### src/rtl/casc_irq_pkg.sv
package casc_irq_pkg;

   typedef enum logic [1:0] {
      ST_READY = 2'd0,
      ST_BASE  = 2'd1,
      ST_CASC  = 2'd2,
      ST_MODE  = 2'd3
   } init_step_e;

   typedef struct packed {
      logic init_start;
      logic mask_wr;
      logic base_wr;
      logic casc_wr;
      logic mode_wr;
      logic eoi_top;
      logic eoi_named;
   } cmd_dec_t;

endpackage

### src/rtl/irq_edge_sync.sv
module irq_edge_sync #(
   parameter int unsigned WIDTH  = 16,
   parameter int unsigned STAGES = 2
)(
   input  logic             clk,
   input  logic             rst_n,
   input  logic [WIDTH-1:0] async_in,
   output logic [WIDTH-1:0] rise,
   output logic [WIDTH-1:0] fall
);
   if (STAGES < 1) begin : g_bad_stages
      $error("irq_edge_sync: STAGES must be at least 1");
   end

   logic [STAGES-1:0][WIDTH-1:0] chain_q;
   logic [WIDTH-1:0]             prev_q;
   logic [WIDTH-1:0]             synced;

   assign synced = chain_q[STAGES-1];

   always_ff @(posedge clk or negedge rst_n) begin
      if (!rst_n) begin
         chain_q <= '0;
         prev_q  <= '0;
      end else begin
         chain_q[0] <= async_in;
         for (int i = 1; i < STAGES; i++) chain_q[i] <= chain_q[i-1];
         prev_q <= synced;
      end
   end

   assign rise = synced & ~prev_q;
   assign fall = ~synced & prev_q;
endmodule

### src/rtl/irq_prio_resolve.sv
module irq_prio_resolve #(
   parameter int unsigned LINES = 8,
   localparam int unsigned IDX_W = $clog2(LINES)
)(
   input  logic [LINES-1:0] req,
   output logic             found,
   output logic [IDX_W-1:0] idx
);
   always_comb begin
      found = |req;
      idx   = '0;
      for (int i = LINES - 1; i >= 0; i--) begin
         if (req[i]) idx = IDX_W'(i);
      end
   end
endmodule

### src/rtl/irq_cmd_decode.sv
module irq_cmd_decode
   import casc_irq_pkg::*;
(
   input  logic       wr,
   input  logic       a0,
   input  logic [7:0] data,
   input  init_step_e step,
   output cmd_dec_t   dec
);
   always_comb begin
      dec = '0;
      if (wr) begin
         if (!a0) begin
            if (data[4]) begin
               dec.init_start = 1'b1;
            end else if (!data[3]) begin
               if (data[7:5] == 3'b001) dec.eoi_top   = 1'b1;
               if (data[7:5] == 3'b011) dec.eoi_named = 1'b1;
            end
         end else begin
            case (step)
               ST_READY: dec.mask_wr = 1'b1;
               ST_BASE:  dec.base_wr = 1'b1;
               ST_CASC:  dec.casc_wr = 1'b1;
               default:  dec.mode_wr = 1'b1;
            endcase
         end
      end
   end
endmodule

### src/rtl/irq_ctrl_core.sv
module irq_ctrl_core
   import casc_irq_pkg::*;
#(
   parameter int unsigned      LINES     = 8,
   parameter bit               IS_MASTER = 1'b0,
   parameter int unsigned      CASC_IDX  = 2,
   parameter logic [LINES-1:0] LVL_WMASK = '1,
   parameter logic [LINES-1:0] LVL_FORCE = '0,
   localparam int unsigned     IDX_W     = $clog2(LINES),
   localparam int unsigned     BASE_W    = 8 - IDX_W
)(
   input  logic             clk,
   input  logic             rst_n,
   input  logic [LINES-1:0] rise,
   input  logic [LINES-1:0] fall,
   input  logic             casc_req,
   input  logic             cmd_wr,
   input  logic             cmd_a0,
   input  logic [7:0]       cmd_data,
   input  logic             lvl_wr,
   input  logic [LINES-1:0] lvl_data,
   output logic [LINES-1:0] lvl_rd,
   input  logic             take,
   output logic             int_o,
   output logic [IDX_W-1:0] sel_idx,
   output logic [7:0]       vec_o
);
   localparam logic [LINES-1:0] CASC_BIT = LINES'(1) << CASC_IDX;

   logic [LINES-1:0]  irr_q, imr_q, isr_q, lvl_q;
   logic [LINES-1:0]  irr_d, imr_d, isr_d;
   logic [BASE_W-1:0] base_q, base_d;
   init_step_e        step_q, step_d;
   logic              need_mode_q, need_mode_d;
   logic              single_q, single_d;
   logic              aeoi_q, aeoi_d;

   logic [LINES-1:0]  req_eff, rise_m, fall_m, pend, lvl_eff;
   logic              p_found, s_found;
   logic [IDX_W-1:0]  p_idx, s_idx;
   cmd_dec_t          dec;

   if (IS_MASTER) begin : g_master
      assign req_eff = (irr_q & ~CASC_BIT) | (casc_req ? CASC_BIT : '0);
      assign rise_m  = rise & ~CASC_BIT;
      assign fall_m  = fall & ~CASC_BIT;
   end else begin : g_slave
      logic unused_casc;
      assign unused_casc = casc_req;
      assign req_eff = irr_q;
      assign rise_m  = rise;
      assign fall_m  = fall;
   end

   assign lvl_eff = lvl_q | LVL_FORCE;
   assign lvl_rd  = lvl_q;
   assign pend    = req_eff & ~imr_q;

   irq_prio_resolve #(.LINES(LINES)) u_pend_res (
      .req(pend), .found(p_found), .idx(p_idx));
   irq_prio_resolve #(.LINES(LINES)) u_isr_res (
      .req(isr_q), .found(s_found), .idx(s_idx));
   irq_cmd_decode u_dec (
      .wr(cmd_wr), .a0(cmd_a0), .data(cmd_data), .step(step_q), .dec(dec));

   assign int_o   = p_found && (!s_found || (p_idx < s_idx));
   assign sel_idx = p_idx;
   assign vec_o   = {base_q, p_idx};

   always_comb begin
      irr_d       = irr_q;
      imr_d       = imr_q;
      isr_d       = isr_q;
      base_d      = base_q;
      step_d      = step_q;
      need_mode_d = need_mode_q;
      single_d    = single_q;
      aeoi_d      = aeoi_q;
      // acknowledge uses pre-edge state, then this cycle's edges apply
      if (take) begin
         if (!lvl_eff[p_idx]) irr_d[p_idx] = 1'b0;
         if (!aeoi_q)         isr_d[p_idx] = 1'b1;
      end
      irr_d = (irr_d & ~fall_m) | rise_m;
      if (dec.eoi_top && s_found) isr_d[s_idx] = 1'b0;
      if (dec.eoi_named) isr_d[cmd_data[IDX_W-1:0]] = 1'b0;
      if (dec.mask_wr) imr_d = cmd_data[LINES-1:0];
      if (dec.base_wr) begin
         base_d = cmd_data[7 -: BASE_W];
         step_d = single_q ? (need_mode_q ? ST_MODE : ST_READY) : ST_CASC;
      end
      if (dec.casc_wr) step_d = need_mode_q ? ST_MODE : ST_READY;
      if (dec.mode_wr) begin
         aeoi_d = cmd_data[1];
         step_d = ST_READY;
      end
      if (dec.init_start) begin
         irr_d       = irr_d & lvl_eff;
         imr_d       = '0;
         isr_d       = '0;
         need_mode_d = cmd_data[0];
         single_d    = cmd_data[1];
         if (!cmd_data[0]) aeoi_d = 1'b0;
         step_d      = ST_BASE;
      end
   end

   always_ff @(posedge clk or negedge rst_n) begin
      if (!rst_n) begin
         irr_q       <= '0;
         imr_q       <= '0;
         isr_q       <= '0;
         lvl_q       <= '0;
         base_q      <= '0;
         step_q      <= ST_READY;
         need_mode_q <= 1'b0;
         single_q    <= 1'b0;
         aeoi_q      <= 1'b0;
      end else begin
         irr_q       <= irr_d;
         imr_q       <= imr_d;
         isr_q       <= isr_d;
         base_q      <= base_d;
         step_q      <= step_d;
         need_mode_q <= need_mode_d;
         single_q    <= single_d;
         aeoi_q      <= aeoi_d;
         if (lvl_wr) lvl_q <= lvl_data & LVL_WMASK;
      end
   end
endmodule

### src/rtl/casc_irq_pair.sv
module casc_irq_pair #(
   parameter int unsigned LINES       = 8,
   parameter int unsigned SYNC_STAGES = 2,
   parameter int unsigned CASC_IDX    = 2,
   parameter logic [LINES-1:0] M_LVL_WMASK = 8'hF8,
   parameter logic [LINES-1:0] S_LVL_WMASK = 8'hDE,
   localparam int unsigned IDX_W  = $clog2(LINES),
   localparam int unsigned TOTAL  = 2 * LINES,
   localparam int unsigned LINE_W = IDX_W + 1
)(
   input  logic              clk,
   input  logic              rst_n,
   input  logic [TOTAL-1:0]  irq_in,
   input  logic              cmd_wr,
   input  logic              cmd_slave,
   input  logic              cmd_a0,
   input  logic [7:0]        cmd_data,
   input  logic              lvl_wr,
   input  logic              lvl_slave,
   input  logic [LINES-1:0]  lvl_data,
   output logic [LINES-1:0]  lvl_rd_master,
   output logic [LINES-1:0]  lvl_rd_slave,
   output logic              int_out,
   input  logic              ack_req,
   output logic              ack_done,
   output logic              ack_valid,
   output logic [LINE_W-1:0] ack_line,
   output logic [7:0]        ack_vector
);
   if ((LINES != (1 << IDX_W)) || (LINES > 8) || (LINES < 2)) begin : g_bad_lines
      $error("casc_irq_pair: LINES must be a power of two from 2 to 8");
   end
   if (CASC_IDX >= LINES) begin : g_bad_casc
      $error("casc_irq_pair: CASC_IDX out of range");
   end

   localparam logic [IDX_W-1:0] CASC_SEL = IDX_W'(CASC_IDX);
   localparam logic [LINES-1:0] M_FORCE  = LINES'(1) << CASC_IDX;

   logic [TOTAL-1:0] rise, fall;
   logic             m_int, s_int, m_take, s_take;
   logic [IDX_W-1:0] m_idx, s_idx;
   logic [7:0]       m_vec, s_vec;

   irq_edge_sync #(.WIDTH(TOTAL), .STAGES(SYNC_STAGES)) u_sync (
      .clk(clk), .rst_n(rst_n), .async_in(irq_in), .rise(rise), .fall(fall));

   assign m_take = ack_req & m_int;
   assign s_take = m_take & (m_idx == CASC_SEL);

   irq_ctrl_core #(
      .LINES(LINES), .IS_MASTER(1'b1), .CASC_IDX(CASC_IDX),
      .LVL_WMASK(M_LVL_WMASK & ~M_FORCE), .LVL_FORCE(M_FORCE)
   ) u_master (
      .clk(clk), .rst_n(rst_n),
      .rise(rise[LINES-1:0]), .fall(fall[LINES-1:0]), .casc_req(s_int),
      .cmd_wr(cmd_wr & ~cmd_slave), .cmd_a0(cmd_a0), .cmd_data(cmd_data),
      .lvl_wr(lvl_wr & ~lvl_slave), .lvl_data(lvl_data), .lvl_rd(lvl_rd_master),
      .take(m_take), .int_o(m_int), .sel_idx(m_idx), .vec_o(m_vec));

   irq_ctrl_core #(
      .LINES(LINES), .IS_MASTER(1'b0), .CASC_IDX(CASC_IDX),
      .LVL_WMASK(S_LVL_WMASK), .LVL_FORCE('0)
   ) u_slave (
      .clk(clk), .rst_n(rst_n),
      .rise(rise[TOTAL-1:LINES]), .fall(fall[TOTAL-1:LINES]), .casc_req(1'b0),
      .cmd_wr(cmd_wr & cmd_slave), .cmd_a0(cmd_a0), .cmd_data(cmd_data),
      .lvl_wr(lvl_wr & lvl_slave), .lvl_data(lvl_data), .lvl_rd(lvl_rd_slave),
      .take(s_take), .int_o(s_int), .sel_idx(s_idx), .vec_o(s_vec));

   assign int_out = m_int;

   always_ff @(posedge clk or negedge rst_n) begin
      if (!rst_n) begin
         ack_done   <= 1'b0;
         ack_valid  <= 1'b0;
         ack_line   <= '0;
         ack_vector <= '0;
      end else begin
         ack_done <= ack_req;
         if (ack_req) begin
            if (m_take && s_take) begin
               ack_valid  <= 1'b1;
               ack_line   <= {1'b1, s_idx};
               ack_vector <= s_vec;
            end else if (m_take) begin
               ack_valid  <= 1'b1;
               ack_line   <= {1'b0, m_idx};
               ack_vector <= m_vec;
            end else begin
               ack_valid  <= 1'b0;
               ack_line   <= '1;
               ack_vector <= '1;
            end
         end else begin
            ack_valid <= 1'b0;
         end
      end
   end
endmodule

### config.mk
export PLATFORM = sky130hd
export DESIGN_NAME = casc_irq_pair
export DESIGN_NICKNAME = d
export VERILOG_FILES = /design/src/rtl/casc_irq_pkg.sv /design/src/rtl/irq_edge_sync.sv /design/src/rtl/irq_prio_resolve.sv /design/src/rtl/irq_cmd_decode.sv /design/src/rtl/irq_ctrl_core.sv /design/src/rtl/casc_irq_pair.sv
export SDC_FILE = /design/constraint.sdc
export NUM_CORES = 1
export LEC_CHECK = 0
export BUFFER_PORTS_ARGS = -buffer_cell sky130_fd_sc_hd__buf_2
export CAP_MARGIN = 30
export CORE_MARGIN = 1
export CORE_UTILIZATION = 53
export DETAILED_ROUTE_END_ITERATION = 6
export PLACE_DENSITY = 0.76
export RECOVER_POWER = 50
export SYNTH_ARGS = -nofsm -noshare
export SYNTH_HDL_FRONTEND = slang
export SYNTH_HIERARCHICAL = 1
export SYNTH_SLANG_ARGS = --single-unit
### constraint.sdc
create_clock -name clk -period 5.65 [get_ports clk]
set_clock_uncertainty 0.2 [all_clocks]
set_input_delay 1.695 -clock clk [delete_from_list [all_inputs] [get_ports clk]]
set_output_delay 1.695 -clock clk [all_outputs]
set_load 0.05 [all_outputs]
; ---- Word level (Yosys, flattened, before mapping)
; Cells that the tools add are included.
; W data, S select, Z words.
[classes]
order_cmp = 12
eq_ne = 7
mux = 111
bitwise = 38
reduce_logical = 26
[ops]
columns = op, count
row1 = $mux W8, 22
row2 = $mux W3, 33
row3 = $and A8 B8 Y8, 12
row4 = $not A8 Y8, 9
row5 = $or A8 B8 Y8, 5
row6 = $and A16 B16 Y16, 2
row7 = $not A16 Y16, 2
row8 = $reduce_or A8 Y1, 4
row9 = $mux W2, 15
row10 = $mux W1, 28
row11 = $lt A3 B4 Y1 const B, 5
row12 = $mux W4, 4
row13 = $demux W1 S3, 5
row14 = $ge A3 B1 Y1 const B, 5
row15 = $mux W7, 2
row16 = $logic_and A1 B1 Y1, 10
row17 = $reduce_bool A4 Y1, 2
row18 = $and A1 B1 Y1, 6
row19 = $bmux W1 S3, 2
row20 = $eq A3 B2 Y1 const B, 2
row21 = $lt A3 B3 Y1, 2
row22 = $reduce_or A3 Y1, 2
row23 = $eq A2 B1 Y1 const B, 2
row24 = $eq A2 B2 Y1 const B, 2
row25 = other kinds (6), 11
[totals]
reg_bits = 141
input_bits = 40
out_inout_bits = 31
elab_cells = 219

; ---- Logic depth before layout (Yosys ltp)
; Gate-level depths: netlist (run 1).
[depth]
ltp_word = 36
ltp_mapped = 21
ltp_nobuf = 19

; ---- Cells and area by module
; The synthesis (run 1) kept the hierarchy.
[modules_own_cells]
columns = module, instances, cells_each, area_per_inst_um2, seq_area_each_um2
row1 = irq_ctrl_core (u_slave), 1, 186, 1991.9, 1001.0
row2 = irq_ctrl_core (u_master), 1, 186, 1945.6, 950.9
row3 = irq_edge_sync, 1, 80, 1481.4, 1201.2
row4 = casc_irq_pair, 1, 72, 649.4, 350.3
row5 = irq_prio_resolve, 4, 13, 81.3, 0.0
row6 = irq_cmd_decode, 2, 11, 71.3, 0.0

; ---- Least setup slack after synthesis (run 1)
; Ideal clock, no wire load.
[synth_timing]
path_kind = register -> output
from = register u_slave.irr_q[4]
to = output port int_out
t_arrival_ns = 4.153
t_required_ns = 3.755
path_slack_ns = -0.398
stages_incl_launch_ff = 14
path_buffers = 0
path_cell_list = dfrtp_1 > nor2b_1 > nor2_1 > o21ai_0 > a21boi_0 > ha_1 > a21o_1 > a31oi_1 > nor2b_1 > nor2_1 > a21boi_0 > ha_1 > a21o_1 > a31oi_1
[synth_between]
elab_chain_len = 18
elab_cells_between_ends = 20
classes_between = order compare: 2 / mux: 9 / bitwise: 3 / reduce/logical: 6
[synth_lines]
columns = item, line_no
row1 = "start, declared", irq_ctrl_core.sv:30  ; logic [LINES-1:0] irr_q, imr_q, isr_q, lvl_q;
row2 = "start signal, assigned", irq_ctrl_core.sv:120  ; irr_q <= irr_d;
row3 = $and A8 B8 Y8, irq_ctrl_core.sv:57  ; assign pend = req_eff & ~imr_q;
row4 = net u_slave.pend[4], irq_ctrl_core.sv:38  ; logic [LINES-1:0] req_eff, rise_m, fall_m, pend, lvl_eff;
row5 = $mux W3 (5 in series), irq_prio_resolve.sv:13  ; if (req[i]) idx = IDX_W'(i);
row6 = net s_idx[1], casc_irq_pair.sv:42  ; logic [IDX_W-1:0] m_idx, s_idx;
row7 = $lt A3 B3 Y1, irq_ctrl_core.sv:66  ; assign int_o = p_found && (!s_found || (p_idx < s_idx));
row8 = $logic_or A1 B1 Y1, irq_ctrl_core.sv:66
row9 = $logic_and A1 B1 Y1, irq_ctrl_core.sv:66
row10 = net s_int, casc_irq_pair.sv:41  ; logic m_int, s_int, m_take, s_take;
row11 = $mux W3, irq_ctrl_core.sv:44  ; assign req_eff = (irr_q & ~CASC_BIT) | (casc_req ? CASC_BIT : '0);
row12 = $or A8 B8 Y8, irq_ctrl_core.sv:44
row13 = $and A8 B8 Y8, irq_ctrl_core.sv:57
row14 = net u_master.pend[2], irq_ctrl_core.sv:38
row15 = $mux W3 (3 in series), irq_prio_resolve.sv:13
row16 = net m_idx[1], casc_irq_pair.sv:42
row17 = $lt A3 B3 Y1, irq_ctrl_core.sv:66
row18 = $logic_or A1 B1 Y1, irq_ctrl_core.sv:66
row19 = $logic_and A1 B1 Y1, irq_ctrl_core.sv:66
row20 = "end, declared", casc_irq_pair.sv:23  ; output logic int_out,
; The timed path passes the listed nets, and every way through them passes these cells.

; ---- Worst setup path after layout (run 1)
; Ends and elaborated chain as after synthesis.

==> results.cfg, run 1 <==
[setup_path]
ff2ff_setup_slack_ns = 0.92
crit_type = flip-flop to primary output
crit_path_end_kind = primary output
cp-start-kind = flip-flop
crit_fanout = 3
required_ns = 3.75
reg2regPathDepth = 19
critPathArrivalTime_ns = 3.59

[timing]
worst_slew_pin_slew_ns = 3.02
finalSetupViolations = 0
finalSetupTns_ns = 0
timing.final.crit_share = 0.970
slew_violations = 55
finalWorstSetupSlack_ns = 0.167
rsz0062_at_grt = false
hold_viol_final = 0
relSlewSlack = -1.01
period_minus_slack_ns = 5.48
fmax_mhz = 182

[layout]
diodes = 0
drive_above_1_share = 0.285
area_delta_synth_final_pct = 16.4
nets = 709
fillCellCount = 900

[floorplan]
io_pins = 71
initial_utilization = 0.555
rows = 39
die_h_um = 112
coreArea_um2 = 11600
die_w_um = 112
die_area_um2 = 12600

[place]
portBuffers = 63
place_ws_ns = 0.401
gp_congestion = 0.845
hpwl_um = 9810

[route]
wl_per_cell_um = 17.7
via_per_inst = 5.84
drt_iter0_markers = 379
via_count = 4791
post-route-drc-count = 4
wl_um = 14500
final_antenna_net_count = 0
dr.pass1.iters = 7

[worst_hold_path]
holdCritPathClass = flip-flop to flip-flop
hold_depth = 0

[clock_tree]
cts.path.max_buffers = 2
numCtsBuffers = 17
clock_latency_ns = 0.42
numClockSinks = 137
clk_transition_reported_paths_ns = 0.06
cts_max_level = 4
holdBufCountCts = 0
clock-root-buffer = clkbuf_16
cts_tree = built

[synth]
yosys_warnings = 6
synth.avg_cell_area_um2 = 10.9
synth_cells = 592
syn_area_um2 = 6440

[global_routing]
grt_start_max_net_pins = 65
grt_first_pass_wirelength_um = 24000
track_usage = 0.249
grt-ovfl-total = 0
grt_pass1_vias = 4740
antenna_found_initial = 0

[pwr]
p_leak_nw = 3.30
p_per_area_nw_per_um2 = 551
ir_worst_vdd_mv = 0.250

[flow_run]
cap_violations = 1

[status]
violations = design-rule violations, max-capacitance violations, max-slew violations
outcome = finished, violations left
cells in the final DEF, fill, tap and decap left out, drive strengths merged, types with 3 or more instances in the layout:
cell / count
inv: 37
mux2: 18
dfrtp: 137
and3b: 8
a21oi: 45
o311ai: 4
conb: 5
o21ai: 11
a21boi: 4
nor2: 68
nand3b: 3
o41ai: 5
clkinvlp: 3
nor2b: 34
and2b: 34
nand2: 27
a31oi: 11
clkinv: 7
buf: 74
nor3b: 3
ha: 4
nor4: 8
nor3: 18
and2: 6
nand2b: 8
a2111oi: 16
a221oi: 4
nand3: 8
o22ai: 7
or4b: 4
mux2i: 16
o21bai: 4
clkbuf: 21
final cells by class:
type | count | area, um2 | share of cell area
Sequential cell | 137 | 3430 | 0.457
Multi-Input combinational cell | 398 | 2760 | 0.368
Clock buffer | 18 | 439 | 0.0586
Timing Repair Buffer | 77 | 439 | 0.0586
Tap cell | 143 | 179 | 0.0239
Inverter | 34 | 128 | 0.0170
Clock inverter | 14 | 121 | 0.0162
layer usage:
layer,share of wire,GRT usage,vias up
met2,0.46,0.383,218
li1,-,-,2217
met4,0.017,0.106,0
met5,0,0,-
met1,0.45,0.341,2331
met3,0.073,0.0594,25
flip-flops by register name, summed over array words and instances, names as in the netlist, 2 cells and up:
register	flops
ack_line	4
ack_vector	8
u_master/base_q	5
u_master/imr_q	8
u_master/irr_q	7
u_master/isr_q	8
u_master/lvl_rd	5
u_master/step_q	2
u_slave/base_q	5
u_slave/imr_q	8
u_slave/irr_q	8
u_slave/isr_q	8
u_slave/lvl_rd	6
u_slave/step_q	2
u_sync/chain_q	15
u_sync/prev_q	15
u_sync/synced	15
per-stage QoR:
step	std cells	hold slack [ns]	power [mW]	util	cell area (um2)
global route	821	0.156	4.36	0.646	7500
CTS	821	0.149	4.12	0.646	7500
global placement	788	0.131	2.98	0.594	6900
floorplan	595	0.131	2.62	-	6460
finish	821	0.148	4.13	0.646	7500
detailed placement	789	0.135	3.04	0.597	6930
where the power goes:
group / switching (mW) / total [mW] / leakage (nW) / internal (mW)
registers: 0.166 / 1.39 / 1.65 / 1.22
clock network: 0.424 / 1.04 / 0.273 / 0.616
logic: 1.08 / 1.70 / 1.38 / 0.625
total: 1.67 / 4.13 / 3.30 / 2.46
final timing paths:
| path | start | end |
|---|---|---|
| max | u_slave/irr_q[4] | int_out |
| min | u_sync/chain_q[4] | u_sync/synced[4] |
| max reg2reg | u_slave/irr_q[4] | u_slave/isr_q[4] |
| min reg2reg | u_sync/chain_q[4] | u_sync/synced[4] |
| max in group asynchronous | rst_n | u_master/imr_q[5] |
| min in group asynchronous | rst_n | u_slave/isr_q[7] |
critical path: stages, from the launching register on:
cell and delay (ns):
dfrtp_1 0.39, nor2b_1 0.18, nor2_1 0.12, o21ai_0 0.10, a21boi_1 0.23, ha_1 0.27
a21o_1 0.16, a31oi_1 0.26, nor2b_2 0.25, nor2_1 0.08, a21boi_1 0.18, ha_1 0.26
a21o_1 0.18, a31oi_4 0.25, buf_4 0.24
timing repair:
| action | 4_1_cts | 5_1_grt |
|---|---|---|
| setup buffers | 0 | 0 |
| resized for setup | 4 | 2 |
| setup endpoints to repair | 1 | 1 |
(Power assumes the default switching activity.)
==> inputs of run 2 (changes only) <==
--- a/config.mk
+++ b/config.mk
@@ -9,7 +9,9 @@
 export CAP_MARGIN = 30
 export CORE_MARGIN = 1
 export CORE_UTILIZATION = 53
+export CTS_BUF_LIST = sky130_fd_sc_hd__clkbuf_16
 export DETAILED_ROUTE_END_ITERATION = 6
+export HOLD_SLACK_MARGIN = 0.08
 export PLACE_DENSITY = 0.76
 export RECOVER_POWER = 50
 export SYNTH_ARGS = -nofsm -noshare
==> run 2 against run 1 <==
The run still ends with design-rule violations, max-capacitance violations, max-slew violations left. Total power fell by 0.35%. Die area unchanged. Maximum frequency about the same. Sequential power hardly changed. Global-route usage did not move. Non-clock buffer count unchanged. Sequential share of layout area is 0.061 points higher. Critical path depth did not move. Clock-buffer cell count decreased by 1. Clock power is essentially flat.
==> results.cfg, run 2 (synthesized netlist as in run 1, its figures left out) <==
[pwr]
ir_worst_vdd_mv = 0.249
comb_power_share = 0.414
p_per_area_nw_per_um2 = 550
switching_share = 0.405
p_int_mw = 2.45
p_leak_nw = 3.30
p_seq_frac = 0.337
p_switching_mw = 1.67
p_clk_frac = 0.249

[setup_path]
cp-start-kind = flip-flop
crit_path_end_kind = primary output
crit_type = flip-flop to primary output
crit_start = u_slave/irr_q[4]
required_ns = 3.75
worstReg2RegEnd = u_slave/isr_q[0]
reg2regPathDepth = 19
ff2ff_setup_slack_ns = 0.91
timing.rr.start = u_slave/irr_q[4]
crit_end = int_out
crit_fanout = 3
critPathArrivalTime_ns = 3.59

[route]
wl_met2_um = 6760
post-route-drc-count = 4
via_count = 4782
final_antenna_net_count = 0
drt_iter0_markers = 379
route.met3.wl_um = 981
routed.top_layer = met4
wl_met1_um = 6520
wl_um = 14500
dr.pass1.iters = 7
wl_per_cell_um = 17.7
via_per_inst = 5.82

[timing]
worst_slew_pin_slew_ns = 3.02
relSlewSlack = -1.01
fmax_mhz = 182
slew_violations = 55
hold_viol_final = 0
period_minus_slack_ns = 5.49
finalSetupTns_ns = 0
timing.hold.ws_ns = 0.148
finalWorstSetupSlack_ns = 0.164
finalSetupViolations = 0
rsz0062_at_grt = false
timing.final.crit_share = 0.971

[global_routing]
grt-ovfl-total = 0
grt_pass1_vias = 4740
track_usage = 0.249
grt_first_pass_wirelength_um = 24000
antenna_found_initial = 0
grt_start_max_net_pins = 65

[clock_tree]
clk_transition_reported_paths_ns = 0.06
holdBufCountCts = 0
cts_max_level = 4
numCtsBuffers = 17
cts.path.max_buffers = 2
cts_tree = built
clock_latency_ns = 0.42
post-cts-setup-buffer-count = 0
cts_resized = 4
clock-root-buffer = clkbuf_16
numClockSinks = 137

[place]
dp.cells = 789
hpwl_um = 9810
gp_congestion = 0.845
portBuffers = 63
place_area_um2 = 6930
place_ws_ns = 0.401

[layout]
area_delta_synth_final_pct = 16.3
diodes = 0
final_cell_mix = dfrtp_1, nor2_1, buf_2
nets = 709
layout.cells.non_filler = 821
post-route-cell-area_um2 = 7490
drive_above_1_share = 0.283
final_common_cell = dfrtp_1

[status]
outcome = finished, violations left
violations = design-rule violations, max-capacitance violations, max-slew violations

[floorplan]
io_pins = 71
initial_utilization = 0.555
rows = 39
coreArea_um2 = 11600
die_h_um = 112
die_w_um = 112
die_area_um2 = 12600

[flow_run]
cap_violations = 1

[worst_hold_path]
holdCritPathClass = flip-flop to flip-flop
[run 2: power groups by stage]
stage          clock network, mW  registers [mW]  logic [mW]
2_1_floorplan                  0            1.53        1.10
3_3_place_gp                   0            1.38        1.59
3_5_place_dp                   0            1.40        1.64
4_1_cts                     1.05            1.39        1.67
5_1_grt                     1.09            1.42        1.84
6_report                    1.02            1.39        1.70
[run 2: metrics by stage]
stage / util / total power, mW
final: 0.645 / 4.12
after global routing: 0.645 / 4.35
after CTS: 0.645 / 4.10
after detailed placement: 0.597 / 3.04
after global placement: 0.594 / 2.98
after floorplan: - / 2.62
[run 2: worst min path at each step]
stage | slack, ns | from | to | cells past startpoint
4_1_cts | 0.15 | u_sync/chain_q[15] | u_sync/synced[15] | 0
2_1_floorplan | 0.13 | u_sync/chain_q[0] | u_sync/synced[0] | 0
3_3_place_gp | 0.13 | u_sync/chain_q[7] | u_sync/synced[7] | 0
5_1_grt | 0.16 | u_sync/chain_q[4] | u_sync/synced[4] | 0
6_report | 0.15 | u_sync/chain_q[4] | u_sync/synced[4] | 0
3_5_place_dp | 0.13 | u_sync/chain_q[15] | u_sync/synced[15] | 0
[run 2: layout make-up]
type | count | area, um2
repair buffers | 77 | 439
flip-flops and latches | 137 | 3430
inverters | 34 | 128
well taps | 143 | 179
multi-input cells | 398 | 2760
clock inverters | 15 | 125
fillers | 901 | 4130
clock buffers | 17 | 425
[run 2: worst max-delay path, stage by stage, from the launching register on]
cell and delay [ns]:
dfrtp_1 0.39, nor2b_1 0.19, nor2_1 0.12, o21ai_0 0.10
a21boi_1 0.23, ha_1 0.27, a21o_1 0.16, a31oi_1 0.26
nor2b_2 0.25, nor2_1 0.09, a21boi_1 0.18, ha_1 0.26
a21o_1 0.18, a31oi_4 0.25, buf_4 0.24
[run 2: routing by layer]
| metal | GRT usage | vias up |
|---|---|---|
| li1 | - | 2220 |
| met1 | 0.341 | 2330 |
| met2 | 0.383 | 207 |
| met3 | 0.0594 | 25 |
| met4 | 0.106 | 0 |
| met5 | 0 | - |
